==> src/rtl/pio_pkg.sv <==
package pio_pkg;
  // register select codes; the port A pair and the flag/enable pair are
  // decoded by behaviour, the rest are just storage slots
  localparam logic [3:0] A_PB     = 4'd0;
  localparam logic [3:0] A_PA     = 4'd1;
  localparam logic [3:0] A_DIRB   = 4'd2;
  localparam logic [3:0] A_DIRA   = 4'd3;
  localparam logic [3:0] A_SHIFT  = 4'd10;
  localparam logic [3:0] A_AUX    = 4'd11;
  localparam logic [3:0] A_PCTL   = 4'd12;
  localparam logic [3:0] A_IFLAG  = 4'd13;
  localparam logic [3:0] A_IEN    = 4'd14;
  localparam logic [3:0] A_PA_NH  = 4'd15;
  // flag bit positions inside the interrupt flag byte
  localparam int FLG_CA1 = 1;
  localparam int FLG_CB1 = 4;
  // port slot indices
  localparam int SLOT_B = 0;
  localparam int SLOT_A = 1;
endpackage

==> src/rtl/pio_edge_sync.sv <==
module pio_edge_sync #(
  parameter int STAGES = 2
) (
  input  logic clk,
  input  logic rst_n,
  input  logic din,
  input  logic rise_sel,
  output logic evt
);
  // chain[STAGES-1] is the synchronised level, chain[STAGES] its previous value
  logic [STAGES:0] chain;

  always_ff @(posedge clk) begin
    if (!rst_n) chain <= '0;
    else        chain <= {chain[STAGES-1:0], din};
  end

  always_comb begin
    if (rise_sel) evt = chain[STAGES-1] & ~chain[STAGES];
    else          evt = ~chain[STAGES-1] & chain[STAGES];
  end
endmodule

==> src/rtl/pio_port.sv <==
module pio_port #(
  parameter int DW = 8
) (
  input  logic          clk,
  input  logic          rst_n,
  input  logic          wr_out,
  input  logic          wr_dir,
  input  logic [DW-1:0] wdata,
  input  logic [DW-1:0] pin_in,
  input  logic          latch_en,
  input  logic          cap,
  output logic [DW-1:0] out_q,
  output logic [DW-1:0] dir_q,
  output logic [DW-1:0] rd_val
);
  logic [DW-1:0] held;
  logic [DW-1:0] in_src;

  always_ff @(posedge clk) begin
    if (!rst_n) begin
      out_q <= '0;
      dir_q <= '0;
      held  <= '0;
    end else begin
      if (wr_out) out_q <= wdata;
      if (wr_dir) dir_q <= wdata;
      if (cap)    held  <= pin_in;
    end
  end

  // per-bit mix of driven value and sensed value
  assign in_src = latch_en ? held : pin_in;
  assign rd_val = (out_q & dir_q) | (in_src & ~dir_q);
endmodule

==> src/rtl/pio_irq.sv <==
module pio_irq #(
  parameter int NF = 7
) (
  input  logic          clk,
  input  logic          rst_n,
  input  logic [NF-1:0] set_v,
  input  logic [NF-1:0] clr_v,
  input  logic          ien_wr,
  input  logic [NF:0]   wdata,
  output logic [NF-1:0] flags,
  output logic [NF-1:0] enables,
  output logic          any
);
  always_ff @(posedge clk) begin
    if (!rst_n) begin
      flags   <= '0;
      enables <= '0;
    end else begin
      // a new event wins over a clear in the same cycle
      flags <= (flags & ~clr_v) | set_v;
      if (ien_wr) begin
        if (wdata[NF]) enables <= enables | wdata[NF-1:0];
        else           enables <= enables & ~wdata[NF-1:0];
      end
    end
  end

  assign any = |(flags & enables);
endmodule

==> src/rtl/pio_regbank.sv <==
module pio_regbank #(
  parameter int DW          = 8,
  parameter int SYNC_STAGES = 2
) (
  input  logic          clk,
  input  logic          rst_n,
  input  logic          phase2,
  input  logic          cs_hi,
  input  logic          cs_lo_n,
  input  logic          rw_n,
  input  logic [3:0]    rsel,
  input  logic [DW-1:0] wdata,
  output logic [DW-1:0] rdata,
  input  logic [DW-1:0] pa_in,
  output logic [DW-1:0] pa_out,
  output logic [DW-1:0] pa_dir,
  input  logic [DW-1:0] pb_in,
  output logic [DW-1:0] pb_out,
  output logic [DW-1:0] pb_dir,
  input  logic          ca1,
  input  logic          cb1,
  output logic          irq_n
);
  import pio_pkg::*;

  localparam int NF     = DW - 1;
  localparam int NPORTS = 2;

  logic acc, wr, rd;
  logic [DW-1:0] acr_q, pcr_q, shift_q;
  logic [NPORTS-1:0][DW-1:0] pin_v, out_v, dir_v, rdv;
  logic [NPORTS-1:0] line_raw, line_evt, pol, lat_en, wr_out, wr_dir;
  logic [NF-1:0] set_v, clr_v, ifr_q, ier_q;
  logic irq_any;
  logic [DW-1:0] rd_mux;

  // bus qualification
  assign acc = phase2 & cs_hi & ~cs_lo_n;
  assign wr  = acc & ~rw_n;
  assign rd  = acc & rw_n;

  always_ff @(posedge clk) begin
    if (!rst_n) begin
      acr_q   <= '0;
      pcr_q   <= '0;
      shift_q <= '0;
    end else if (wr) begin
      if (rsel == A_AUX)   acr_q   <= wdata;
      if (rsel == A_PCTL)  pcr_q   <= wdata;
      if (rsel == A_SHIFT) shift_q <= wdata;
    end
  end

  // slot 0 = port B / CB1, slot 1 = port A / CA1
  assign pin_v    = {pa_in, pb_in};
  assign line_raw = {ca1, cb1};
  assign pol      = {pcr_q[0], pcr_q[4]};
  assign lat_en   = {acr_q[0], acr_q[1]};
  assign wr_out[SLOT_B] = wr & (rsel == A_PB);
  assign wr_out[SLOT_A] = wr & ((rsel == A_PA) | (rsel == A_PA_NH));
  assign wr_dir[SLOT_B] = wr & (rsel == A_DIRB);
  assign wr_dir[SLOT_A] = wr & (rsel == A_DIRA);

  for (genvar gi = 0; gi < NPORTS; gi++) begin : g_slot
    pio_edge_sync #(.STAGES(SYNC_STAGES)) u_sync (
      .clk      (clk),
      .rst_n    (rst_n),
      .din      (line_raw[gi]),
      .rise_sel (pol[gi]),
      .evt      (line_evt[gi])
    );
    pio_port #(.DW(DW)) u_port (
      .clk      (clk),
      .rst_n    (rst_n),
      .wr_out   (wr_out[gi]),
      .wr_dir   (wr_dir[gi]),
      .wdata    (wdata),
      .pin_in   (pin_v[gi]),
      .latch_en (lat_en[gi]),
      .cap      (line_evt[gi]),
      .out_q    (out_v[gi]),
      .dir_q    (dir_v[gi]),
      .rd_val   (rdv[gi])
    );
  end

  assign pa_out = out_v[SLOT_A];
  assign pa_dir = dir_v[SLOT_A];
  assign pb_out = out_v[SLOT_B];
  assign pb_dir = dir_v[SLOT_B];

  // flag set and clear sources
  always_comb begin
    set_v = '0;
    set_v[FLG_CA1] = line_evt[SLOT_A];
    set_v[FLG_CB1] = line_evt[SLOT_B];
    clr_v = (wr && rsel == A_IFLAG) ? wdata[NF-1:0] : '0;
    if (acc && rsel == A_PA) clr_v[FLG_CA1] = 1'b1;
  end

  pio_irq #(.NF(NF)) u_irq (
    .clk     (clk),
    .rst_n   (rst_n),
    .set_v   (set_v),
    .clr_v   (clr_v),
    .ien_wr  (wr && rsel == A_IEN),
    .wdata   (wdata),
    .flags   (ifr_q),
    .enables (ier_q),
    .any     (irq_any)
  );

  assign irq_n = ~irq_any;

  // read decode
  always_comb begin
    case (rsel)
      A_PB:             rd_mux = rdv[SLOT_B];
      A_PA, A_PA_NH:    rd_mux = rdv[SLOT_A];
      A_DIRB:           rd_mux = dir_v[SLOT_B];
      A_DIRA:           rd_mux = dir_v[SLOT_A];
      A_SHIFT:          rd_mux = shift_q;
      A_AUX:            rd_mux = acr_q;
      A_PCTL:           rd_mux = pcr_q;
      A_IFLAG:          rd_mux = {irq_any, ifr_q};
      A_IEN:            rd_mux = {1'b1, ier_q};
      default:          rd_mux = '0;
    endcase
    rdata = rd ? rd_mux : '0;
  end
endmodule

==> config.mk <==
export PLATFORM = sky130hd
export DESIGN_NAME = pio_regbank
export DESIGN_NICKNAME = d
export VERILOG_FILES = /design/src/rtl/pio_pkg.sv /design/src/rtl/pio_edge_sync.sv /design/src/rtl/pio_port.sv /design/src/rtl/pio_irq.sv /design/src/rtl/pio_regbank.sv
export SDC_FILE = /design/constraint.sdc
export NUM_CORES = 1
export LEC_CHECK = 0
export BUFFER_PORTS_ARGS = -buffer_cell sky130_fd_sc_hd__buf_2
export CORE_MARGIN = 4
export CORE_UTILIZATION = 50
export CTS_CLUSTER_SIZE = 12
export DETAILED_ROUTE_END_ITERATION = 8
export GPL_ROUTABILITY_DRIVEN = 1
export PLACE_DENSITY = 0.71
export SYNTH_ARGS = -nofsm -noshare
export SYNTH_HDL_FRONTEND = slang
export SYNTH_SLANG_ARGS = --single-unit
export TNS_END_PERCENT = 50
==> constraint.sdc <==
create_clock -name clk -period 3.43 [get_ports clk]
set_input_delay 0.5145 -clock clk [delete_from_list [all_inputs] [get_ports clk]]
set_output_delay 0.5145 -clock clk [all_outputs]
set_load 0.03 [all_outputs]
==> summary.md, run 1 <==
| Metric | Value |
|---|---|
| Number of library cell types mapped by synthesis | `46` |
| Fin. Hold Viols | `0` |
| Layout area overhead | `11.1%` |
| Sequential share of the synthesized area | `roughly two fifths` |
| Drt initial violations | `around 460` |
| Die Ht | `roughly 100 um` |
| Largest stage delay, worst path | `0.47 ns` |
| CTS Buf Count | `9` |
| Antenna violation net count after detailed routing | `0` |
| Reg2Reg Depth | `4` |
| Clock power share | `between 30% and 40%` |
| GPL Wtd Cong | `0.907` |
| Most used DFF post-synth | `dfxtp_1` |
| Worst Setup Slack, final | `0.606 ns` |
| Hold Crit Depth | `2` |
| WP data required | `2.92 ns` |
| Unrepaired setup endpoints after global routing | `false` |
| Initial Util | `about half` |
| Max-cap violation count | `0` |
| Fin. max-slew vios | `0` |
| Final setup vio count | `0` |
| Final period util | `82.3%` |
| #FFs+latches synth | `between 90 and 100` |
| Logic pwr share | `8.6%` |
| Worst-Margin Slew | `1.15 ns` |
| Clock Latency Late Sink | `0.37 ns` |
| Layout cell share with drive strength beyond 1 | `20.1%` |
| WL per Instance | `19.4 um` |
| Crit path buf inv count | `2` |
| Number of synthesized flops with an enable pin | `0` |
| Clock slew at reported path FFs | `0.09 ns` |
| Largest net degree at the start of global routing | `43` |
| 1st-pass router iterations | `5` |
| Mean post-synth cell area | `9.37 um^2` |
| I/O pins | `77` |
| Chip Width | `105 um` |
| Clock skew | `0.00820 ns` |
| Sw Ratio | `26.0%` |
| Crit path top cell by count | `buf_2` |
| CP Class | `in2out` |
| Die ar. | `0.0110 mm^2` |
| Synth Cell Area | `~0.0047 mm^2` |
| Critical Path Slowest Stage Cell | `buf_2` |
| Dpl hpwl | `approximately 9 mm` |
| Family with the most delay on the worst path | `compound AO/OA/AOI/OAI gates` |
| Setup Fix Bufs, Post-CTS | `0` |
| Startpoint Class | `primary input` |
| Worst Hold Class | `in2reg` |
| Max H-tree Level | `3` |
| Leak | `0.00221 uW` |
| Vias in the first global route | `between 3000 and 4000` |
| Antenna fix cells | `0` |
| Total grt overflow | `0` |
| CTS Root Buffer Type | `clkbuf_8` |
| Layout net count | `587` |
| Post-CTS resize count | `0` |
| Gr usage total | `23.4%` |
| # DRC | `0` |
| Final setup TNS | `0 ns` |
| Peak supply drop | `0.000193 V` |
| Total number of vias | `around 4000` |
| Switching pwr | `between 400 and 500 uW` |
| Hold buffers post-CTS | `0` |
| First-pass GRT wire length | `20.3 mm` |
| Core ar. | `0.00915 mm^2` |
| Warnings from Yosys | `0` |
| Internal Power | `around 1400 uW` |
| CTS Buffer Depth | `2` |
| Vias per Instance | `around 6` |
| FILL cells | `835` |
| CTS tree | `yes` |
| Peak Freq | `0.354 GHz` |
| WL final | `12.9 mm` |
| Max FO, Critical Path | `35` |
| Outcome | `complete, no violations` |
| # rows | `35` |
| Port-buffer cells | `76` |
| Async set-or-reset flop fraction in the synthesized netlist | `0%` |
| Slew HR | `23.1%` |
| CP arrival | `2.31 ns` |
| Setup crit end kind | `output port` |
| Clock sink total | `just over 90` |
| Fin cells | `around 670` |
| Commonest non-fill, non-tap cell in the layout | `dfxtp_1` |
| Clock period minus worst slack | `roughly 2.8 ns` |
| Flop pwr share | `56.5%` |
| PwrDens | `around 370 mW/mm^2` |
| Critical path, cell by cell | `buf_2, and3_1, o21a_2, a22oi_1, a31oi_1, buf_2` |
| Post-place setup slack | `0.660 ns` |
| Initial antenna violation count | `0` |
| Synthesized net count | `535` |
| Synth Instances | `499` |
| Most frequent cells in the layout | `dfxtp_1, mux2i_1, buf_2, nor2b_1, nand2_1` |
| Cell count along the critical path | `6` |
| Placed cell count | `651` |
worst register-to-register path, delay by kind of cell, from the launching register on:
kind / cells / cell delay (ns)
compound gates: 1 / 0.87
mux: 1 / 0.29
simple gates: 2 / 0.20
flops: 1 / 0.34
through the flow:
stage | util [%] | total power (uW) | hold slack (ns) | instance area, um^2
after global routing | 56.8 | 1980 | 0.357 | 5190
after detailed placement | 54.8 | 1270 | 0.423 | 5020
after CTS | 56.8 | 1920 | 0.351 | 5190
final | 56.8 | 1910 | 0.360 | 5190
after global placement | 54.8 | 1270 | 0.418 | 5020
after floorplan | - | 1220 | 0.412 | 4680
sequential cells by signal (all words and copies together), names as in the netlist, named ones only:
| name | cells |
|---|---|
| g_slot.u_port.out_q | 16 |
| g_slot.u_sync.chain | 6 |
| acr_q | 8 |
| g_slot.u_port.held | 16 |
| pcr_q | 8 |
| u_irq.flags | 7 |
| g_slot.u_port.dir_q | 16 |
| shift_q | 8 |
cell usage after synthesis (2+ instances only):
master | number | area (um^2)
nand3b_1 | 4 | 30.0
buf_6 | 2 | 22.5
nand3_2 | 2 | 20.0
and4b_1 | 2 | 20.0
a32o_1 | 6 | 60.1
inv_1 | 5 | 18.8
and2b_1 | 2 | 15.0
dfxtp_1 | 92 | 1840
a21oi_1 | 8 | 40.0
a22o_1 | 6 | 52.6
and3b_1 | 4 | 35.0
o2bb2ai_1 | 3 | 26.3
nor3b_1 | 2 | 15.0
and3_1 | 3 | 18.8
nand2_1 | 57 | 214
nor3_1 | 2 | 10.0
nand3_1 | 17 | 85.1
nand4_2 | 2 | 25.0
mux2i_1 | 84 | 841
buf_4 | 6 | 45.0
buf_2 | 19 | 95.1
mux2_2 | 5 | 56.3
clkbuf_1 | 12 | 45.0
nor2b_1 | 63 | 394
nand2b_1 | 3 | 18.8
and2_1 | 8 | 50.1
a21boi_0 | 15 | 113
a31oi_1 | 9 | 56.3
nor2_1 | 2 | 7.51
a32oi_1 | 6 | 52.6
o21ai_0 | 23 | 115
a22oi_1 | 11 | 82.6
cell families (layout without fill, tap and decap cells):
| group | count (synthesis) | after routing | share of synthesized area [%] |
|---|---|---|---|
| buffers and inverters | 44 | 101 | 4.84 |
| AO/OA/AOI/OAI | 95 | 95 | 14.3 |
| multiplexers | 89 | 89 | 19.2 |
| flip-flops | 92 | 92 | 39.4 |
| AND/OR/NAND/NOR | 179 | 179 | 22.2 |
power by group through the flow:
stage	clock network [uW]	registers (uW)	logic, uW
floorplan	0	1110	111
global placement	0	1110	160
detailed placement	0	1110	163
CTS	673	1080	164
global route	719	1080	178
finish	667	1080	165
final timing paths:
path                             startpoint                         to  slack, ns
setup / recovery                    rsel[3]                   rdata[3]       0.61
hold / removal                          cb1  g_slot[0].u_sync.chain[0]       0.36
setup reg to reg  g_slot[1].u_sync.chain[1]   g_slot[1].u_port.held[5]       1.63
hold reg to reg   g_slot[0].u_sync.chain[0]  g_slot[0].u_sync.chain[1]       0.44
cell type report:
class,count,area [um^2],share of cell area (%)
Clock inverter,6,40.0,0.771
Tap cell,111,139,2.67
Timing Repair Buffer,80,410,7.90
Clock buffer,10,138,2.65
Multi-Input combinational cell,363,2610,50.2
Inverter,5,18.8,0.361
Sequential cell,92,1840,35.5
routing by layer:
metal | up-vias | wire length, um | GRT usage, %
met2 | 162 | 5890 | 36.7
li1 | 1872 | - | -
met1 | 1839 | 5810 | 31.4
met3 | 33 | 836 | 5.00
met5 | - | 0 | 0
met4 | 0 | 388 | 9.47
(Power assumes the default switching activity.)
==> inputs of run 2 (changes only) <==
Settings changed: ABC_AREA set to 1, PLACE_DENSITY 0.71 to 0.74.
Clock period 3.43 ns to 2.3 ns, I/O delays scaled along.
==> run 2 against run 1 <==
Cell area is essentially flat. Non-clock buffer count grew 9. Hold slack lost 0.20 ns. Via count grew 21%. Sequential power grew 50%. Power grew 69%. Sequential cell count is the same. First-iteration DRC count shrank 27%. Global-route usage grew 2.9 points. Critical path type unchanged. Largest power group unchanged.
==> summary.md, run 2 <==
| Metric | Value |
|---|---|
| CTS tree | `yes` |
| First-pass GRT wire length | `21.5 mm (+5.8%)` |
| Total number of vias | `4719 (+21%)` |
| Layout net count | `807 (+37%)` |
| Largest net degree at the start of global routing | `51 (+19%)` |
| Port-buffer cells | `76 (unchanged)` |
| Initial antenna violation count | `0 (unchanged)` |
| # rows | `34 (-2.9%)` |
| Max FO, Critical Path | `23 (-34%)` |
| Layout area overhead | `15.9%` |
| Antenna violation net count after detailed routing | `0 (unchanged)` |
| Worst-Margin Slew | `0.537 ns (-0.610 ns)` |
| Layout cell share with drive strength beyond 1 | `15.0% (-5.2 points)` |
| Max-cap violation count | `0 (unchanged)` |
| Gr usage total | `26.3% (+2.9 points)` |
| Dpl hpwl | `9.77 mm (+6.7%)` |
| Most instantiated cells after synthesis | `nand2_1, nor2_1, dfxtp_1, nand3_1, o21ai_0` |
| Commonest non-fill, non-tap cell in the layout | `nand2_1` |
| Setup Fix Bufs, Post-CTS | `0 (unchanged)` |
| Async set-or-reset flop fraction in the synthesized netlist | `0% (unchanged)` |
| Fin. Hold Viols | `0 (unchanged)` |
| Unrepaired setup endpoints after global routing | `false` |
| Clock skew | `0.00610 ns (-0.00210 ns)` |
| CP arrival | `1.85 ns (-0.46 ns)` |
| Startpoint Class | `primary input` |
| Util after Layout | `59.5% (+2.8 points)` |
| Area share of the largest cell type after synthesis | `41.1% (+1.7 points)` |
| Die ar. | `0.0105 mm^2 (-3.9%)` |
| Clock period minus worst slack | `2.19 ns` |
| Slew HR | `64.1% (+41 points)` |
| Number of synthesized flops with an enable pin | `0 (unchanged)` |
| # DRC | `0 (unchanged)` |
| Number of library cell types mapped by synthesis | `19 (-59%)` |
| Chip Width | `103 um (-2.0%)` |
| Antenna fix cells | `0 (unchanged)` |
| Peak supply drop | `0.000267 V (+38%)` |
| Top flop regs | `g_slot.u_port.dir_q x16, g_slot.u_port.held x16, g_slot.u_port.out_q x16` |
| Most frequent cells in the layout | `nand2_1, nor2_1, dfxtp_1, nand3_1, buf_2` |
| 1st-pass router iterations | `6 (+1)` |
| Vias per Instance | `5.34 (-8.7%)` |
| Die Ht | `103 um (-2.0%)` |
| Worst Hold Class | `in2reg` |
| Top-count cell post-synth | `nand2_1` |
| Sequential share of the synthesized area | `41.1% (+1.7 points)` |
| Synth area leader | `dfxtp_1` |
| I/O pins | `77 (unchanged)` |
| Final setup TNS | `0 ns (unchanged)` |
| Reg2Reg Depth | `5 (+1)` |
| CTS Buf Count | `9 (unchanged)` |
| Clock sink total | `92 (unchanged)` |
| Leak | `0.00251 uW (+14%)` |
| Core ar. | `0.00872 mm^2 (-4.7%)` |
| Mean post-synth cell area | `6.34 um^2 (-32%)` |
| Top post-synthesis cells by area | `dfxtp_1, nand2_1, nor2_1` |
| Vias in the first global route | `4284 (+15%)` |
| GPL Wtd Cong | `0.979 (+7.9%)` |
| #FFs+latches synth | `92 (unchanged)` |
| WL per Instance | `15.2 um (-22%)` |
| Final period util | `95.4%` |
| Synth Cell Area | `0.00448 mm^2 (-4.2%)` |
| Initial Util | `51.3% (+0.26 points)` |
| Setup crit end kind | `output port` |
| PwrDens | `625 mW/mm^2 (+70%)` |
| CTS Root Buffer Type | `clkbuf_8` |
| Peak Freq | `0.456 GHz` |
| Final setup vio count | `0 (unchanged)` |
| Fin. max-slew vios | `0 (unchanged)` |
| Max H-tree Level | `3 (unchanged)` |
| Outcome | `complete, no violations` |
| Warnings from Yosys | `0 (unchanged)` |
| FILL cells | `870 (+4.2%)` |
| Total grt overflow | `0 (unchanged)` |
| Clock slew at reported path FFs | `0.09 ns (about the same)` |
| CTS Buffer Depth | `2 (unchanged)` |
| Drt initial violations | `333 (-27%)` |
| Synth Instances | `706 (+41%)` |
| WL final | `13.4 mm (+3.9%)` |
| Most used DFF post-synth | `dfxtp_1` |
| WP data required | `1.96 ns (-0.96 ns)` |
| Hold Crit Depth | `3 (+1)` |
| Synthesized net count | `742 (+39%)` |
| CP Class | `in2out` |
| Clock Latency Late Sink | `0.36 ns (about the same)` |
-- run 2: area by class of cell --
type                    count  area, um^2  share of cell area [%]
well taps                 108         135                    2.60
clock inverters             5         108                    2.07
inverters                  70         270                    5.21
flip-flops and latches     92        1840                    35.5
clock buffers              10         138                    2.65
multi-input cells         509        2210                    42.5
repair buffers             89         490                    9.45
-- run 2: critical path, cell delays in order --
cell and delay (ns):
buf_2 0.11, nor2_1 0.19, buf_12 0.20, nand2_1 0.08, o21ai_2 0.21, nand3_1 0.22, nand2_1 0.12, nor2_1 0.05
nor2_1 0.10, buf_2 0.21
-- run 2: what timing repair did --
action                     CTS  global route
hold buffers                 0             0
setup endpoints to repair    0             7
resized for setup            0             2
-- run 2: report_power, final --
| part | internal (uW) | total [uW] | switching (uW) |
|---|---|---|---|
| Clock | 755 | 1360 | 606 |
| Combinational | 79.2 | 259 | 180 |
| Sequential | 1610 | 1620 | 10.9 |
| Total | 2450 | 3240 | 797 |
-- run 2: cells by family after synthesis --
kind of cell / Yosys count / share of synthesized area [%]
compound gates: 114 / 12.8
buf+inv: 105 / 9.56
simple gates: 395 / 36.5
flops: 92 / 41.1
-- run 2: path summary, 6_finish.rpt --
| kind | from | end | slack, ns |
|---|---|---|---|
| hold reg to reg | g_slot[1].u_sync.chain[0] | g_slot[1].u_sync.chain[1] | 0.42 |
| hold / removal | ca1 | g_slot[1].u_sync.chain[0] | 0.16 |
| setup reg to reg | pcr_q[0] | g_slot[1].u_port.held[6] | 1.03 |
| setup / recovery | rsel[3] | rdata[6] | 0.11 |
-- run 2: through the flow --
step	std cells	instance area (um^2)	hold slack (ns)	power (uW)	worst slack, ns
final	883	5190	0.158	3240	0.105
after detailed placement	868	4940	0.402	1910	0.142
after global routing	883	5190	0.153	3350	0.0245
after floorplan	706	4480	0.390	1820	0.444
after CTS	883	5180	0.144	3260	0.117
after global placement	868	4940	0.394	1910	0.169
-- run 2: metal layers --
| metal | global-route usage, % | wire length [um] | vias up |
|---|---|---|---|
| li1 | - | - | 2365 |
| met1 | 36.6 | 5810 | 2156 |
| met2 | 41.6 | 6270 | 178 |
| met3 | 4.87 | 1060 | 20 |
| met4 | 8.27 | 286 | 0 |
| met5 | 0 | 0 | - |
==> inputs of run 3 (changes only) <==
Settings changed: PLACE_DENSITY 0.74 to 0.72.
Clock period 2.3 ns to 2.1 ns, I/O delays scaled along.
==> run 3 against run 2 <==
Count of clock-buffer cells in the layout increased by 1. Hold slack got worse by 0.034 ns. Register-to-register slack got worse by 0.22 ns. Final cell count increased by 0.45%. First-iteration DRC count increased by 14%.
==> summary.md, run 3 (synthesis gave the netlist of run 2 again) <==
| Metric | Value |
|---|---|
| Outcome | `complete, no violations` |
| Most frequent cells in the layout | `nand2_1, nor2_1, dfxtp_1, nand3_1, buf_2` |
| Fin. max-slew vios | `0 (unchanged)` |
| # DRC | `0 (unchanged)` |
| GPL Wtd Cong | `1.02 (+3.9%)` |
| Vias per Instance | `5.37 (+0.41%)` |
| CP arrival | `1.69 ns (-0.16 ns)` |
| FF+latch area | `0.00185 mm^2 (+0.27%)` |
| Vias in the first global route | `4428 (+3.4%)` |
| I/O pins | `77 (unchanged)` |
| Internal Power | `2440 uW (-0.15%)` |
| Core ar. | `0.00872 mm^2 (unchanged)` |
| Commonest non-fill, non-tap cell in the layout | `nand2_1` |
| Switching pwr | `849 uW (+6.5%)` |
| Antenna violation net count after detailed routing | `0 (unchanged)` |
| Leak | `0.00251 uW (about the same)` |
| Total grt overflow | `0 (unchanged)` |
| Chip Width | `103 um (unchanged)` |
| Logic pwr share | `8.8% (+0.8 points)` |
| Util after Layout | `59.5% (about the same)` |
| Largest net degree at the start of global routing | `55 (+7.8%)` |
| Final period util | `a little over nine tenths` |
| Slew HR | `61.9% (-2.2 points)` |
| Final setup vio count | `0 (unchanged)` |
| Max FO, Critical Path | `7 (-70%)` |
| CTS Buf Count | `9 (unchanged)` |
| Gr usage total | `26.3% (about the same)` |
| Dpl hpwl | `9.72 mm (-0.52%)` |
| Clock sink total | `92 (unchanged)` |
| WP data required | `1.78 ns (-0.18 ns)` |
| Final setup TNS | `0 ns (unchanged)` |
| CTS tree | `yes` |
| Worst Hold Class | `in2reg` |
| Layout net count | `810 (+0.37%)` |
| Startpoint Class | `register` |
| Clock slew at reported path FFs | `0.10 ns (about the same)` |
| Unrepaired setup endpoints after global routing | `false` |
| Total number of vias | `4760 (+0.87%)` |
| # rows | `34 (unchanged)` |
| CP Class | `reg2out` |
| Die ar. | `0.0105 mm^2 (unchanged)` |
| Drt initial violations | `378 (+14%)` |
| Clock Latency Late Sink | `0.37 ns (about the same)` |
| WL per Instance | `15.2 um (-0.34%)` |
| Fin. Hold Viols | `0 (unchanged)` |
| First-pass GRT wire length | `21.6 mm (+0.48%)` |
| Flop pwr share | `54.0% (+4.0 points)` |
| CTS Root Buffer Type | `clkbuf_8` |
| Clock period minus worst slack | `2.00 ns` |
| Max-cap violation count | `0 (unchanged)` |
| CTS Buffer Depth | `2 (unchanged)` |
| Initial Util | `51.3% (unchanged)` |
| Multi-input logic area | `0.00222 mm^2 (+0.45%)` |
| Peak supply drop | `0.000380 V (+42%)` |
| PwrDens | `634 mW/mm^2 (+1.5%)` |
| Die Ht | `103 um (unchanged)` |
| Worst-Margin Slew | `0.570 ns (+0.0333 ns)` |
| Clock power share | `37.3% (-4.7 points)` |
| WL final | `13.4 mm (+0.11%)` |
| Setup crit end kind | `output port` |
| Top flop regs | `g_slot.u_port.dir_q x16, g_slot.u_port.held x16, g_slot.u_port.out_q x16` |
| Initial antenna violation count | `0 (unchanged)` |
| Peak Freq | `between 0.4 and 0.5 GHz` |
| Hold buffers post-CTS | `0 (unchanged)` |
| Max H-tree Level | `3 (unchanged)` |
| Clock skew | `0.0124 ns (+0.00634 ns)` |
| Port-buffer cells | `76 (unchanged)` |
| Layout area overhead | `15.9% (about the same)` |
| FILL cells | `859 (-1.3%)` |
| Antenna fix cells | `0 (unchanged)` |
| 1st-pass router iterations | `5 (-1)` |
| Layout cell share with drive strength beyond 1 | `15.7% (+0.69 points)` |
| Sw Ratio | `25.8% (+1.2 points)` |
-- run 3: path summary, 6_finish.rpt --
kind | cells after the start | slack (ns) | to | start
setup / recovery | 10 | 0.1 | rdata[7] | acr_q[1]
hold / removal | 3 | 0.12 | g_slot[0].u_sync.chain[0] | cb1
setup reg to reg | 5 | 0.81 | g_slot[0].u_port.held[6] | pcr_q[4]
hold reg to reg | 2 | 0.42 | g_slot[1].u_sync.chain[1] | g_slot[1].u_sync.chain[0]
-- run 3: metrics by stage --
stage	hold WS (ns)	area [um^2]	setup slack, ns	std cells	power, uW
floorplan	0.390	4480	0.304	706	1990
global placement	0.395	4950	0.149	870	2090
detailed placement	0.401	4950	0.121	870	2100
CTS	0.115	5160	0.0688	886	3310
global route	0.134	5190	0.00333	887	3420
finish	0.125	5190	0.0993	887	3290
-- run 3: final cells by class --
class                      count  share of cell area [%]
sequential                    92                    35.6
timing repair buffer          92                    10.0
tap                          108                    2.60
clock inverter                 5                    1.16
clock buffer                  11                    2.72
multi-input combinational    509                    42.7
inverter                      70                    5.18
-- run 3: timing repair --
item,4_1_cts,5_1_grt
gates resized for setup,2,9
setup buffers,0,1
setup endpoints to repair,8,5
hold endpoints to repair,0,0
-- run 3: power by group through the flow --
stage / combinational, uW / clock (uW) / sequential, uW
floorplan: 172 / 0 / 1820
global placement: 278 / 0 / 1820
detailed placement: 281 / 0 / 1820
CTS: 282 / 1250 / 1780
global route: 322 / 1320 / 1780
finish: 288 / 1230 / 1780
-- run 3: routing by layer --
metal / part of all wire, % / GRT usage [%] / wire (um)
met1: 41 / 33.9 / 5560
met3: 8.7 / 6.09 / 1180
met5: 0 / 0 / 0
met2: 46 / 42.3 / 6240
met4: 3.5 / 11.3 / 474
-- run 3: critical path: stages, from the launching register on --
cell     delay (ns)
dfxtp_4        0.40
buf_4          0.16
nand2_1        0.06
nand2_1        0.04
nor2_1         0.12
nor2_1         0.07
nor2_1         0.10
nand2_1        0.06
nor2_1         0.08
nor2_1         0.06
buf_4          0.19
